## src/rtl/uart_rx_pkg.sv

```systemverilog
package uart_rx_pkg;
  localparam int unsigned DATA_W = 8;
  localparam int unsigned OSR    = 16;
  localparam logic [3:0] CMD_CLR_OVR = 4'b0100;
  localparam logic [3:0] CMD_RTS_ON  = 4'b1000;
  localparam logic [3:0] CMD_RTS_OFF = 4'b1001;
  typedef enum logic {ST_IDLE, ST_FRAME} rx_state_e;
endpackage

```

## src/rtl/rx_sampler.sv

```systemverilog
module rx_sampler
  import uart_rx_pkg::*;
#(
  parameter int unsigned DW  = DATA_W,
  parameter int unsigned OS  = OSR
) (
  input  logic          clk_i,
  input  logic          rst_ni,
  input  logic          tick_i,
  input  logic          rxd_i,
  output logic          start_o,
  output logic          done_o,
  output logic [DW-1:0] data_o
);
  localparam int unsigned CW = $clog2(OS);
  localparam int unsigned BW = $clog2(DW + 1);
  localparam logic [CW-1:0] MID  = CW'(OS / 2 - 1);
  localparam logic [CW-1:0] LAST = CW'(OS - 1);

  rx_state_e     state_q;
  logic [CW-1:0] cnt_q;
  logic [BW-1:0] bit_q;
  logic [DW-1:0] sh_q;

  always_ff @(posedge clk_i or negedge rst_ni) begin
    if (!rst_ni) begin
      state_q <= ST_IDLE;
      cnt_q   <= '0;
      bit_q   <= '0;
      sh_q    <= '0;
      start_o <= 1'b0;
      done_o  <= 1'b0;
    end else begin
      start_o <= 1'b0;
      done_o  <= 1'b0;
      if (tick_i) begin
        unique case (state_q)
          ST_IDLE: begin
            if (rxd_i) cnt_q <= '0;
            else if (cnt_q == MID) begin
              state_q <= ST_FRAME;
              cnt_q   <= '0;
              bit_q   <= '0;
              start_o <= 1'b1;
            end else cnt_q <= cnt_q + 1'b1;
          end
          ST_FRAME: begin
            if (cnt_q == LAST) begin
              cnt_q <= '0;
              if (bit_q == BW'(DW)) begin
                state_q <= ST_IDLE;
                done_o  <= 1'b1;
              end else begin
                sh_q  <= {rxd_i, sh_q[DW-1:1]};
                bit_q <= bit_q + 1'b1;
              end
            end else cnt_q <= cnt_q + 1'b1;
          end
          default: state_q <= ST_IDLE;
        endcase
      end
    end
  end

  assign data_o = sh_q;
endmodule

```

## src/rtl/rx_fifo.sv

```systemverilog
module rx_fifo #(
  parameter int unsigned DW    = 8,
  parameter int unsigned DEPTH = 3
) (
  input  logic          clk_i,
  input  logic          rst_ni,
  input  logic          push_i,
  input  logic [DW-1:0] wdata_i,
  input  logic          pop_i,
  output logic [DW-1:0] rdata_o,
  output logic          empty_o,
  output logic          full_o
);
  localparam int unsigned PW = (DEPTH > 1) ? $clog2(DEPTH) : 1;
  localparam int unsigned NW = $clog2(DEPTH + 1);

  logic [DW-1:0] mem_q [DEPTH];
  logic [PW-1:0] wp_q, rp_q;
  logic [NW-1:0] cnt_q;
  logic do_push, do_pop;

  assign empty_o = (cnt_q == '0);
  assign full_o  = (cnt_q == NW'(DEPTH));
  assign do_push = push_i && !full_o;
  assign do_pop  = pop_i && !empty_o;
  assign rdata_o = mem_q[rp_q];

  function automatic logic [PW-1:0] nxt(input logic [PW-1:0] p);
    return (p == PW'(DEPTH - 1)) ? '0 : p + 1'b1;
  endfunction

  always_ff @(posedge clk_i or negedge rst_ni) begin
    if (!rst_ni) begin
      wp_q  <= '0;
      rp_q  <= '0;
      cnt_q <= '0;
    end else begin
      if (do_push) wp_q <= nxt(wp_q);
      if (do_pop)  rp_q <= nxt(rp_q);
      cnt_q <= cnt_q + NW'(do_push) - NW'(do_pop);
    end
  end

  for (genvar i = 0; i < DEPTH; i++) begin : g_slot
    always_ff @(posedge clk_i or negedge rst_ni) begin
      if (!rst_ni) mem_q[i] <= '0;
      else if (do_push && wp_q == PW'(i)) mem_q[i] <= wdata_i;
    end
  end
endmodule

```

## src/rtl/rts_ctrl.sv

```systemverilog
module rts_ctrl
  import uart_rx_pkg::*;
(
  input  logic       clk_i,
  input  logic       rst_ni,
  input  logic       cmd_valid_i,
  input  logic [3:0] cmd_i,
  input  logic       auto_i,
  input  logic       start_i,
  input  logic       full_i,
  output logic       rts_no
);
  logic man_on_q, block_q;

  always_ff @(posedge clk_i or negedge rst_ni) begin
    if (!rst_ni) begin
      man_on_q <= 1'b0;
      block_q  <= 1'b0;
    end else begin
      if (cmd_valid_i && cmd_i == CMD_RTS_ON)  man_on_q <= 1'b1;
      if (cmd_valid_i && cmd_i == CMD_RTS_OFF) man_on_q <= 1'b0;
      if (!full_i)      block_q <= 1'b0;
      else if (start_i) block_q <= 1'b1;
    end
  end

  // output is a NAND of manual request and receiver-side readiness
  assign rts_no = ~(man_on_q & ~(auto_i & block_q));
endmodule

```

## src/rtl/uart_rx_rts.sv

```systemverilog
module uart_rx_rts
  import uart_rx_pkg::*;
#(
  parameter int unsigned DW    = DATA_W,
  parameter int unsigned DEPTH = 3
) (
  input  logic          clk_i,
  input  logic          rst_ni,
  input  logic          tick16_i,
  input  logic          rxd_i,
  input  logic          auto_rts_i,
  input  logic          rd_i,
  input  logic          cmd_valid_i,
  input  logic [3:0]    cmd_i,
  output logic [DW-1:0] rd_data_o,
  output logic          rx_rdy_o,
  output logic          ffull_o,
  output logic          overrun_o,
  output logic          rts_no
);
  logic          start_s, done_s, empty_s, full_s;
  logic [DW-1:0] char_s;
  logic          hold_v_q;
  logic [DW-1:0] hold_q;
  logic          push_s;
  logic [DW-1:0] push_d;
  logic          lose_s;

  rx_sampler #(.DW(DW), .OS(OSR)) u_smp (
    .clk_i, .rst_ni, .tick_i(tick16_i), .rxd_i,
    .start_o(start_s), .done_o(done_s), .data_o(char_s)
  );

  // shift slot drains first so arrival order is kept
  always_comb begin
    push_s = 1'b0;
    push_d = char_s;
    lose_s = 1'b0;
    if (hold_v_q && !full_s) begin
      push_s = 1'b1;
      push_d = hold_q;
    end else if (done_s && !hold_v_q && !full_s) begin
      push_s = 1'b1;
    end
    if (done_s && hold_v_q && full_s) lose_s = 1'b1;
  end

  always_ff @(posedge clk_i or negedge rst_ni) begin
    if (!rst_ni) begin
      hold_v_q  <= 1'b0;
      hold_q    <= '0;
      overrun_o <= 1'b0;
    end else begin
      if (done_s && (hold_v_q || full_s)) begin
        if (!lose_s) begin
          hold_v_q <= 1'b1;
          hold_q   <= char_s;
        end
      end else if (hold_v_q && !full_s) begin
        hold_v_q <= 1'b0;
      end
      if (lose_s) overrun_o <= 1'b1;
      else if (cmd_valid_i && cmd_i == CMD_CLR_OVR) overrun_o <= 1'b0;
    end
  end

  rx_fifo #(.DW(DW), .DEPTH(DEPTH)) u_fifo (
    .clk_i, .rst_ni, .push_i(push_s), .wdata_i(push_d), .pop_i(rd_i),
    .rdata_o(rd_data_o), .empty_o(empty_s), .full_o(full_s)
  );

  rts_ctrl u_rts (
    .clk_i, .rst_ni, .cmd_valid_i, .cmd_i, .auto_i(auto_rts_i),
    .start_i(start_s), .full_i(full_s), .rts_no
  );

  assign rx_rdy_o = !empty_s;
  assign ffull_o  = full_s;
endmodule

```

## config.mk

```make
export PLATFORM = sky130hd
export DESIGN_NAME = uart_rx_rts
export DESIGN_NICKNAME = d
export VERILOG_FILES = /design/src/rtl/uart_rx_pkg.sv /design/src/rtl/rx_sampler.sv /design/src/rtl/rx_fifo.sv /design/src/rtl/rts_ctrl.sv /design/src/rtl/uart_rx_rts.sv
export SDC_FILE = /design/constraint.sdc
export NUM_CORES = 1
export LEC_CHECK = 0
export BUFFER_PORTS_ARGS = -buffer_cell sky130_fd_sc_hd__buf_2
export CAP_MARGIN = 40
export CELL_PAD_IN_SITES_DETAIL_PLACEMENT = 1
export CELL_PAD_IN_SITES_GLOBAL_PLACEMENT = 2
export CORE_UTILIZATION = 43
export CTS_BUF_LIST = sky130_fd_sc_hd__clkbuf_4 sky130_fd_sc_hd__clkbuf_8
export CTS_CLUSTER_DIAMETER = 60
export DETAILED_ROUTE_END_ITERATION = 6
export PLACE_DENSITY = 0.94
export SLEW_MARGIN = 15
export SYNTH_ARGS = -nofsm -noshare
export SYNTH_HDL_FRONTEND = slang
export SYNTH_HIERARCHICAL = 1
export SYNTH_SLANG_ARGS = --single-unit
```

## constraint.sdc

```tcl
create_clock -name clk_i -period 1.98 [get_ports clk_i]
set_input_delay 0.396 -clock clk_i [delete_from_list [all_inputs] [get_ports clk_i]]
set_output_delay 0.396 -clock clk_i [all_outputs]
set_load 0.01 [all_outputs]
```

==> reports/qor.yml <==
synthSimpleGateAreaFrac_pct: 9.71
area.growth.synth_to_final_pct: 18.7
drt_iter0_markers: 60
setup_ws_ns: 0.0857
rows: 29
endpoint_kind: "flip-flop"
required_ns: 2.25
drc: 3
r2r_slack_ns: 0.09
cp-startpoint: "u_fifo/cnt_q[1]"
setup_tns_ns: 0
relSlewSlack_pct: 76.1
p_total_mw: 3.59
skew_ns: 0.00953
clk_pin_slew_ns: 0.07
power_density_mw_per_mm2: 1050
cts_root_buf: "clkbuf_8"
grt_pass1_vias: 2138
final_common_cell: "dfrtp_1"
hold_class: "in2async"
dp_hpwl_mm: 4.13
die_h_um: 83.9
vias: 1918
initial_core_util_pct: 44.9
filler_cell_count: 673
hold_violations: 0
drv_cap: 0
r2r_end: "u_fifo/cnt_q[1]"
synth_top_family_by_area: "multiplexers"
final-setup-viol-count: 0
synth_xor_area_share_pct: 0.607
violations: "design-rule violations"
rsz0062_at_grt: "yes"
synth_cell_types: 46
vdd_drop_max_mv: 0.528
muxShareOfSynthArea_pct: 23.7
grt_first_pass_wirelength_mm: 10.8
cts.sinks: 61
critPathSlowestCell: "dfrtp_2"
status: "complete, but fails checks"
crit_chain: "and2_1, nor2_1, a21boi_4, inv_2, ha_1, inv_1, ha_1, xnor2_1, xnor2_1"
layout-drive-gt1-share_pct: 42.5
place_inst: 330
postSynthAreaPerCell_um2: 12.7
synthAdderAreaFrac_pct: 2.51
fp.dieW_um: 83.9
period_needed_ns: 1.89
r2r_cells: 9
p_leak_nw: 1.67
gp_congestion: 0.711
numPortBuffers: 22
cts_hold_buf: 0
async_flop_share_pct: 100
coreArea_mm2: 0.00642
viasPerCell: 5.48
crit_fanout: 4
holdWs_ns: 0.0375
utilization_pct: 53.3
synth_edf_count: 0
tightestPinTransition_ns: 0.357
synthCells: 227
slowest_delay_ns: 0.44
critPathKind: "reg2reg"
place_ws_ns: 0.0718
wirelength_mm: 6.40
synth_area_mm2: 0.00289
grt_max_degree: 62
cp-start-kind: "flip-flop"
cts_buffers: 9
overflow: 0
wl_per_cell_um: 18.3
maxSlewViolCount: 0
grt_usage_pct: 20.2
ys.flop_type: "dfrtp_1"
ys_ff_latch: 61
insertion_delay_ns: 0.35
layout_common_cells: "59 x dfrtp_1, 50 x mux2_2, 22 x buf_2"
multiInputGateArea_mm2: 0.00131
stdcell_count: 350
dpl_cell_area_mm2: 0.00315
layout.nets: 284
cts_buffer_depth: 2
pin_count: 23
num_antenna_cells: 0
arrival_ns: 2.17
fmax_ghz: 0.528
synth_compound_area_share_pct: 7.98
seq_area_frac_synth_pct: 52.9
first_pass_iters: 6
period_share_pct: 95.7
fp.dieArea_mm2: 0.00704
antenna_left: 0
stdcell_area_mm2: 0.00343
seqCellArea_mm2: 0.00153
h-tree-depth: 3
cts_tree: "done"
yosysWarnings: 6
antenna_found_initial: 0
timing.rr.start: "u_fifo/cnt_q[1]"
synth_fp_nets: 243
[flip-flops by register name, indices dropped and copies added (netlist names), 2 cells and up]
name and flops:
u_fifo/mem_q 24, hold_q 8, u_smp/data_o 8, u_smp/bit_q 4
u_smp/cnt_q 4, u_fifo/cnt_q 2, u_fifo/rp_q 2, u_fifo/wp_q 2
[logic make-up after synthesis]
group	Yosys count
AND/OR/NAND/NOR	46
flip-flops	61
multiplexers	62
buffers and inverters	17
AO/OA/AOI/OAI	33
XOR/XNOR	2
adder cells (fa/ha/maj)	6
[worst max-delay path, delay by kind of cell, from the launching register on]
kind,cells,cell delay (ns)
adders and majority gates,2,0.48
AOI/OAI and AO/OA,1,0.21
and+or+nand+nor,2,0.27
xor gates and xnor gates,2,0.29
buffers and inverters,2,0.13
DFF,1,0.44
[synth_stat cells (all sizes together), types with 2 or more instances]
cell | count | area, µm²
o2bb2ai | 3 | 26.3
nor3 | 5 | 47.5
inv | 10 | 37.5
nand2 | 14 | 52.6
xnor2 | 2 | 17.5
and2 | 2 | 12.5
o21ai | 16 | 91.3
mux2i | 12 | 120
buf | 6 | 35.0
nand3b | 5 | 37.5
mux2 | 50 | 563
nor2b | 3 | 21.3
nor2 | 5 | 18.8
a21o | 2 | 15.0
dfrtp | 61 | 1530
ha | 5 | 62.6
nand3 | 4 | 25.0
[layout make-up]
class,count,area share (%)
well taps,77,2.81
clock inverters,4,1.31
clock buffers,12,4.82
flip-flops and latches,61,44.6
repair buffers,37,7.23
multi-input cells,149,38.1
inverters,10,1.10
[how the worst max path moves through the flow]
stage | endpoint | cells after the start | slack (ns)
final | u_fifo/cnt_q[1] | 9 | 0.09
after global routing | u_fifo/cnt_q[1] | 9 | -0.04
after CTS | u_fifo/cnt_q[1] | 9 | 0.04
after detailed placement | u_fifo/cnt_q[1] | 9 | 0.07
after global placement | u_fifo/cnt_q[1] | 9 | 0.16
after floorplan | u_fifo/cnt_q[1] | 9 | 0.10
[routing by layer]
metal  track usage, %  vias to the layer above  share of wire [%]
met5                0                        -                  0
met4             6.58                        0                1.4
met3             5.93                        9                2.9
met2             34.1                       26                 54
met1             24.8                      979                 42
li1                 -                      904                  -
[what timing repair did]
| action | 4_1_cts | 5_1_grt |
|---|---|---|
| endpoints found under the hold margin | 0 | 0 |
| endpoints found under the setup margin | 8 | 18 |
| gates resized for setup | 1 | 5 |
| pin swaps | 0 | 1 |
| setup buffers | 0 | 4 |
[where the power goes]
| group | switching [mW] | internal (mW) |
|---|---|---|
| combinational | 0.467 | 0.418 |
| clock | 0.477 | 0.677 |
| sequential | 0.167 | 1.39 |
Note: power is estimated with default switching activity, not from simulation.
